--- src/rtl/qcrc_pkg.sv ---
package qcrc_pkg;
  localparam int QCRC_QUAD_W  = 32;
  localparam int QCRC_NIB_W   = 4;
  localparam int QCRC_CRC_W   = 16;
  localparam int QCRC_CNT_W   = 16;
  localparam int QCRC_TAP_HI  = 12;
  localparam int QCRC_TAP_MID = 5;
endpackage

--- src/rtl/qcrc_nibble_step.sv ---
module qcrc_nibble_step #(
  parameter int CRC_W   = 16,
  parameter int NIB_W   = 4,
  parameter int TAP_HI  = 12,
  parameter int TAP_MID = 5
) (
  input  logic [CRC_W-1:0] crc_in,
  input  logic [NIB_W-1:0] nib,
  output logic [CRC_W-1:0] crc_nxt
);
  logic [NIB_W-1:0] s;
  logic [CRC_W-1:0] s_ext;

  always_comb begin
    s       = crc_in[CRC_W-1 -: NIB_W] ^ nib;
    s_ext   = CRC_W'(s);
    crc_nxt = (crc_in << NIB_W) ^ (s_ext << TAP_HI) ^ (s_ext << TAP_MID) ^ s_ext;
  end
endmodule

--- src/rtl/qcrc_sequencer.sv ---
module qcrc_sequencer #(
  parameter int QUAD_W = 32,
  parameter int NIB_W  = 4
) (
  input  logic              clk,
  input  logic              rst_n,
  input  logic              in_valid,
  input  logic              in_last,
  input  logic [QUAD_W-1:0] in_data,
  output logic              in_ready,
  output logic              accept,
  output logic              step_en,
  output logic              final_step,
  output logic [NIB_W-1:0]  nib
);
  localparam int NIBS  = QUAD_W / NIB_W;
  localparam int NCNTW = (NIBS > 1) ? $clog2(NIBS) : 1;
  localparam logic [NCNTW-1:0] LAST_NIB = NCNTW'(NIBS - 1);

  logic              busy_q, busy_d;
  logic              last_q, last_d;
  logic [NCNTW-1:0]  cnt_q, cnt_d;
  logic [QUAD_W-1:0] sh_q, sh_d;

  assign in_ready   = ~busy_q;
  assign accept     = in_valid & ~busy_q;
  assign step_en    = busy_q;
  assign nib        = sh_q[QUAD_W-1 -: NIB_W];
  assign final_step = busy_q & last_q & (cnt_q == LAST_NIB);

  always_comb begin
    busy_d = busy_q;
    last_d = last_q;
    cnt_d  = cnt_q;
    sh_d   = sh_q;
    if (accept) begin
      busy_d = 1'b1;
      last_d = in_last;
      cnt_d  = '0;
      sh_d   = in_data;
    end else if (busy_q) begin
      sh_d  = sh_q << NIB_W;
      cnt_d = cnt_q + NCNTW'(1);
      if (cnt_q == LAST_NIB) busy_d = 1'b0;
    end
  end

  always_ff @(posedge clk or negedge rst_n) begin
    if (!rst_n) begin
      busy_q <= 1'b0;
      last_q <= 1'b0;
      cnt_q  <= '0;
      sh_q   <= '0;
    end else begin
      busy_q <= busy_d;
      last_q <= last_d;
      cnt_q  <= cnt_d;
      sh_q   <= sh_d;
    end
  end


  busy_after_accept_chk: assert property (@(posedge clk) disable iff (!rst_n)
    accept |=> !in_ready);

  busy_holds_chk: assert property (@(posedge clk) disable iff (!rst_n)
    (busy_q && cnt_q != LAST_NIB) |=> busy_q);

  busy_ends_chk: assert property (@(posedge clk) disable iff (!rst_n)
    (busy_q && cnt_q == LAST_NIB) |=> in_ready);

  no_accept_busy_chk: assert property (@(posedge clk) disable iff (!rst_n)
    (!in_ready && in_valid) |=> $past(cnt_q) + NCNTW'(1) == cnt_q || cnt_q == '0 && !busy_q);
endmodule

--- src/rtl/qcrc_quad_counter.sv ---
module qcrc_quad_counter #(
  parameter int CNT_W = 16
) (
  input  logic             clk,
  input  logic             rst_n,
  input  logic             restart,
  input  logic             bump,
  output logic [CNT_W-1:0] count
);
  logic [CNT_W-1:0] cnt_q, cnt_d;

  always_comb begin
    cnt_d = cnt_q;
    if (restart)   cnt_d = CNT_W'(1);
    else if (bump) cnt_d = cnt_q + CNT_W'(1);
  end

  always_ff @(posedge clk or negedge rst_n) begin
    if (!rst_n) cnt_q <= '0;
    else        cnt_q <= cnt_d;
  end

  assign count = cnt_q;


  restart_to_one_chk: assert property (@(posedge clk) disable iff (!rst_n)
    restart |=> count == CNT_W'(1));
endmodule

--- src/rtl/qcrc_engine.sv ---
module qcrc_engine
  import qcrc_pkg::*;
#(
  parameter int QUAD_W      = QCRC_QUAD_W,
  parameter int NIB_W       = QCRC_NIB_W,
  parameter int CRC_W       = QCRC_CRC_W,
  parameter int CNT_W       = QCRC_CNT_W,
  parameter int TAP_HI      = QCRC_TAP_HI,
  parameter int TAP_MID     = QCRC_TAP_MID,
  parameter bit EMIT_HEADER = 1'b1
) (
  input  logic                   clk,
  input  logic                   rst_n,
  input  logic                   in_valid,
  output logic                   in_ready,
  input  logic [QUAD_W-1:0]      in_data,
  input  logic                   in_first,
  input  logic                   in_last,
  output logic                   done,
  output logic [CRC_W-1:0]       crc_out,
  output logic [CNT_W+CRC_W-1:0] hdr_out
);
  localparam int HDR_W = CNT_W + CRC_W;

  logic             accept, step_en, final_step;
  logic [NIB_W-1:0] nib;
  logic [CRC_W-1:0] run_q, run_d, step_val;
  logic [CRC_W-1:0] res_q, res_d;
  logic             done_q;
  logic [CNT_W-1:0] quad_cnt;

  qcrc_sequencer #(.QUAD_W(QUAD_W), .NIB_W(NIB_W)) u_seq (
    .clk        (clk),
    .rst_n      (rst_n),
    .in_valid   (in_valid),
    .in_last    (in_last),
    .in_data    (in_data),
    .in_ready   (in_ready),
    .accept     (accept),
    .step_en    (step_en),
    .final_step (final_step),
    .nib        (nib)
  );

  qcrc_nibble_step #(.CRC_W(CRC_W), .NIB_W(NIB_W), .TAP_HI(TAP_HI), .TAP_MID(TAP_MID)) u_step (
    .crc_in  (run_q),
    .nib     (nib),
    .crc_nxt (step_val)
  );

  qcrc_quad_counter #(.CNT_W(CNT_W)) u_cnt (
    .clk     (clk),
    .rst_n   (rst_n),
    .restart (accept & in_first),
    .bump    (accept & ~in_first),
    .count   (quad_cnt)
  );

  always_comb begin
    run_d = run_q;
    if (accept && in_first) run_d = '0;
    else if (step_en)       run_d = step_val;
    res_d = final_step ? step_val : res_q;
  end

  always_ff @(posedge clk or negedge rst_n) begin
    if (!rst_n) begin
      run_q  <= '0;
      res_q  <= '0;
      done_q <= 1'b0;
    end else begin
      run_q  <= run_d;
      res_q  <= res_d;
      done_q <= final_step;
    end
  end

  assign done    = done_q;
  assign crc_out = res_q;

  generate
    if (EMIT_HEADER) begin : g_hdr
      logic [HDR_W-1:0] hdr_q;
      always_ff @(posedge clk or negedge rst_n) begin
        if (!rst_n)          hdr_q <= '0;
        else if (final_step) hdr_q <= {quad_cnt, step_val};
      end
      assign hdr_out = hdr_q;


      hdr_count_nonzero_chk: assert property (@(posedge clk) disable iff (!rst_n)
        done |-> hdr_out[HDR_W-1 -: CNT_W] != '0);

      hdr_crc_match_chk: assert property (@(posedge clk) disable iff (!rst_n)
        done |-> hdr_out[CRC_W-1:0] == crc_out);
    end else begin : g_nohdr
      assign hdr_out = '0;
    end
  endgenerate


  first_clears_chk: assert property (@(posedge clk) disable iff (!rst_n)
    (accept && in_first) |=> run_q == '0);

  done_single_chk: assert property (@(posedge clk) disable iff (!rst_n)
    done |=> !done);

  result_hold_chk: assert property (@(posedge clk) disable iff (!rst_n)
    !done |-> $stable(crc_out));

  done_not_busy_chk: assert property (@(posedge clk) disable iff (!rst_n)
    done |-> in_ready);
endmodule

--- config.mk ---
export PLATFORM = sky130hd
export DESIGN_NAME = qcrc_engine
export DESIGN_NICKNAME = d
export VERILOG_FILES = /design/src/rtl/qcrc_pkg.sv /design/src/rtl/qcrc_nibble_step.sv /design/src/rtl/qcrc_sequencer.sv /design/src/rtl/qcrc_quad_counter.sv /design/src/rtl/qcrc_engine.sv
export SDC_FILE = /design/constraint.sdc
export NUM_CORES = 1
export LEC_CHECK = 0
export CAP_MARGIN = 20
export CORE_MARGIN = 2
export CORE_UTILIZATION = 47
export DETAILED_ROUTE_END_ITERATION = 8
export GPL_TIMING_DRIVEN = 0
export PLACE_DENSITY = 0.86
export SYNTH_ARGS = -nofsm -noshare
export SYNTH_HDL_FRONTEND = slang
export SYNTH_SLANG_ARGS = --single-unit
export TNS_END_PERCENT = 100
--- constraint.sdc ---
create_clock -name clk -period 1.8 [get_ports clk]
set_input_delay 0.54 -clock clk [delete_from_list [all_inputs] [get_ports clk]]
set_output_delay 0.54 -clock clk [all_outputs]
set_load 0.005 [all_outputs]
# After elaboration in Yosys (flattened, before gate mapping)
# Index checks and enable logic that the tools add are counted.
# classes
reduce_logical	4
n_bitwise	11
mux	11
n_addsub	2
n_eq_ne	1
# op_table
cell	count
$mux 16	4
$mux 32	2
$add 16x1->16 const B	1
$xor 16x16->16	1
$xor 16x4->16	1
$xor 16x9->16	1
$mux 3	2
$reduce_bool 2->1	3
$and 1x1->1	5
$xor 4x4->4	1
$add 3x1->3 const B	1
$eq 3x3->1 const B	1
$mux 1	3
$not 1->1	2
$logic_and 1x1->1	1
# word_totals
register_bits	118
elab_cells	38
output_inout_bits	50
inputBits	37

# Depth between registers and ports, before layout
# logic_depth
depth_word	6
ltp_mapped	7
depth_no_buf	6

# Modules after synthesis
# A second synthesis with hierarchy kept.
# unflattened
hier_cells	392
area_unflattened_um2	5019.8
# by_module_without_submodules
module	area_per_inst_um2	instances	seq_area_each_um2	cells_each
qcrc_engine	2162.1	1	1226.2	139
qcrc_sequencer	1727.9	1	925.9	155
qcrc_quad_counter	874.6	1	400.4	82
qcrc_nibble_step	255.2	1	0.0	16

# Worst setup path before layout
# No wires, ideal clock.
# synth_timing
kind	reg2reg
from	reg u_cnt.cnt_q[0], in the netlist u_cnt.count[0]
to	reg u_cnt.cnt_q[12], in the netlist u_cnt.count[12]
path_slack_ps	-12
path_buffers	0
arrival_time_ps	1734
setup_ps	78
stages_incl_launch_ff	6
period_less_slack_ps	1812
required_time_ps	1722
cell_sequence	dfrtp_1 > ha_1 > nand3b_1 > or4_4 > or3_1 > a21oi_1
# synth_via
elab_chain_cells	3
# synth_lines
item	line	source
start, declared	qcrc_quad_counter.sv:10	logic [CNT_W-1:0] cnt_q, cnt_d;
start signal, assigned	qcrc_quad_counter.sv:20	else cnt_q <= cnt_d;
$add 16x1->16	qcrc_quad_counter.sv:15	else if (bump) cnt_d = cnt_q + CNT_W'(1);
$mux 16	qcrc_quad_counter.sv:15	
$mux 16	qcrc_quad_counter.sv:14	if (restart) cnt_d = CNT_W'(1);
# Every way passes these cells. The select of a mux whose other input is x is not followed.
# A chain may end at the register's enable or synchronous reset.

# Worst setup path in the final report
# layout_timing
from	reg u_seq.busy_q, in the netlist u_seq.step_en
to	reg u_cnt.cnt_q[12], in the netlist u_cnt.count[12]
# layout_via
elab_chain_cells	4
word_cells_on_any_way	6
classes_between	mux (1); bitwise (4); reduce/logical (1)
# layout_lines
item	line	source
start, declared	qcrc_sequencer.sv:20	logic busy_q, busy_d;
start signal, assigned	qcrc_sequencer.sv:55	busy_q <= busy_d;
$not 1->1 *	qcrc_sequencer.sv:26	assign accept = in_valid & ~busy_q;
$and 1x1->1 *	qcrc_sequencer.sv:26	
$and 1x1->1 (on tied branches)	qcrc_engine.sv:54, qcrc_engine.sv:55	
$mux 16 or $reduce_bool 2->1 (tied branches)	n/a	
# Mark *: on every way between the ends. The rest lies on a longest branch, timed or not.

==> out/results.ini <==
[sta]
rsz0062_at_grt=yes
whs_ns=0.129
clock.fmax_ghz=0.533
relSlewSlack_pct=65.9
tightest_slew_ns=0.512
finalCriticalPeriod_ns=1.87
setup_slack_ns=-0.0746
hold_viol_final=0
setup_viol=1
drv_slew=0
skew_ns=0.0132
finalCritPeriodShare_pct=104

[placement]
io_buffers=86
place.gp.congestion=0.788
post-dp-hpwl_microns=6880

[floorplan]
die_y_microns=102
rows=35
start_util_pct=48.4
pin_count=87
fp.dieW_microns=102
fp.dieArea_sq_mm=0.0103
core-area_sq_mm=0.00924

[power]
leakage_nw=3.00
peakVddDrop_v=0.000741
power.density_mw_per_mm2=1350

[cells_and_area]
mostFrequentLayoutCell=dfrtp_1
drive_above_1_share_pct=19.7
layout_common_cells=100 x dfrtp_1, 70 x nand2_1, 63 x o21ai_0, 44 x clkdlybuf4s50_1, 42 x buf_4
final_core_utilization_pct=64.7
antennaDiodeCount=0
n_fill_cell=704
final_nets=577
syn_to_final_growth_pct=33.5

[setup_path]
setup.worst_path.start_class=flip-flop
crit_required_ns=2.10
cp_max_fo=3
end_kind=flip-flop
crit_chain=buf_6 > nand3b_1 > or4_4 > or3_4 > a21oi_2
cpMaxStageDelayCell=or4_4
crit_buf_inv=1
worstPathArrival_ns=2.18
cpLargestDelayFamily=simple AND/OR/NAND/NOR gates
crit_type=flip-flop to flip-flop
critical_path.max_stage_delay_ns=0.58

[hold_path]
min_path_type=primary input to async pin

[global_routing]
antenna_found_initial=0
grt_remaining_overflow=0
grt_max_degree=66
first_global_vias=3396
grt.total_usage_pct=20.0
grt_pass1_wl_microns=16200

[yosys]
syn_nets=453
synth_seq_cells=102
synthDistinctLibCells=32
synthCells=413
synth_warnings=0
synth.avg_cell_area_sq_um=10.8
syn_area_sq_mm=0.00447
yosysSeqAreaShare_pct=57.0

[routing]
drtAntennaViolNets=0
drc=0
viasPerCell=5.24
drt_iter0_drc=194
wire_per_inst_microns=15.1
finalWirelength_microns=10100
firstDrtPassIters=5
vias=3519

[run]
drv_cap=0

[cts]
root_buffer=clkbuf_8
cts.sinks=102
htreeDepth=3
numCtsBuffers=9
hold_buffers=0
clk_pin_slew_ns=0.10
insertion_delay_ns=0.37
cts_tree=yes
clk_path_buf_depth=2

[status]
status=finished with violations
violations=negative setup slack

cell families after synthesis:
kind of cell,Yosys count,share of synthesized area [%]
buf+inv,40,4.81
mux,54,12.7
compound gates,75,8.98
flops,102,57.0
simple gates,119,11.7
fa+ha+maj,3,0.839
xor+xnor,20,3.92
routing by layer:
metal	vias to the layer above	wire, microns	part of all wire (%)	global-route usage, %
met4	0	129	1.3	6.24
met3	13	626	6.2	4.00
met1	1751	4300	43	26.4
li1	1649	-	-	-
met5	-	0	0	0
met2	106	5060	50	33.3
worst reg2reg max path: cells and delay by family (launching register included):
family                 cells  cell delay, ns
AO/OA/AOI/OAI              1            0.13
AND/OR/NAND/NOR            3            1.11
buffers and inverters      1            0.13
flip-flops                 1            0.45
power by group:
group	switching, mW	internal, mW	leakage (nW)
sequential	0.541	3.04	1.33
combinational	1.48	1.67	1.58
clock	0.804	0.548	0.0930
layout make-up:
| cell class | count | area (sq um) | share of cell area [%] |
|---|---|---|---|
| Clock inverter | 6 | 43.8 | 0.733 |
| Inverter | 4 | 22.5 | 0.377 |
| Clock buffer | 10 | 138 | 2.30 |
| Multi-Input combinational cell | 271 | 1760 | 29.4 |
| Tap cell | 129 | 161 | 2.70 |
| Buffer | 36 | 244 | 4.08 |
| Sequential cell | 102 | 2550 | 42.8 |
| Timing Repair Buffer | 113 | 1050 | 17.6 |
state kept, by name, summed over array words and instances, names as in the netlist:
name / cells
done: 1
u_seq.sh_q: 32
u_cnt.count: 16
u_seq.cnt_q: 3
hdr_out: 17
u_seq.last_q: 1
crc_out: 15
u_seq.step_en: 1
run_q: 16
repair_timing:
item	4_1_cts	5_1_grt
cloned	0	0
setup endpoints to repair	83	23
pin swaps	5	5
buffers inserted	16	10
resized for setup	61	16
synth_stat cells:
cell type    n  share of area (%)
nor3_1       4               0.45
o21ai_0     63                7.0
a41o_1       2               0.45
buf_1        2               0.17
a22o_1       2               0.39
mux2_2      22                5.5
nand3_1     10                1.1
or3_2        1               0.17
xnor2_1     14                2.7
buf_4       16                2.7
inv_1        4               0.34
a31o_2       1               0.20
or4_4        1               0.25
and2_1       1               0.14
nor2b_1      1               0.14
nor2_1      20                1.7
a31oi_1      4               0.56
nand3_4      1               0.39
dfrtp_1    102                 57
buf_2        4               0.45
nand4b_1     1               0.20
mux2i_1     32                7.2
a21oi_1      3               0.34
xor2_1       6                1.2
ha_1         3               0.84
nand2_1     70                5.9
clkbuf_1    14                1.2
nand3b_1     2               0.34
or3_1        1               0.14
nor4_1       1               0.14
nand4_1      3               0.42
nand2b_1     2               0.28
stage by stage:
step | setup slack, ns | std cells | total power, mW | area, sq um | TNS, ns
floorplan | 0.00135 | 413 | 5.23 | 4480 | 0
global placement | -3.45 | 628 | 6.49 | 5500 | -374.85
detailed placement | -0.719 | 629 | 6.66 | 5520 | -25.78
CTS | -0.0827 | 661 | 7.99 | 5860 | -0.138
global route | -0.110 | 671 | 8.65 | 5970 | -0.175
finish | -0.0746 | 671 | 8.08 | 5970 | -0.0746
worst paths after layout:
kind / cells after the start / start / slack (ns) / to
worst max register to register: 5 / u_seq.step_en$_DFF_PN0_ / -0.07 / u_cnt.count[12]$_DFFE_PN0P_
worst min-delay path: 1 / rst_n / 0.13 / u_seq.sh_q[16]$_DFFE_PN0P_
worst max-delay path: 5 / u_seq.step_en$_DFF_PN0_ / -0.07 / u_cnt.count[12]$_DFFE_PN0P_
max in group asynchronous: 2 / rst_n / 1.00 / crc_out[3]$_DFFE_PN0P_
min in group clk: 2 / u_seq.sh_q[26]$_DFFE_PN0P_ / 0.49 / u_seq.sh_q[30]$_DFFE_PN0P_
worst min register to register: 2 / u_seq.sh_q[26]$_DFFE_PN0P_ / 0.49 / u_seq.sh_q[30]$_DFFE_PN0P_
Power figures use the tool's default switching activity.
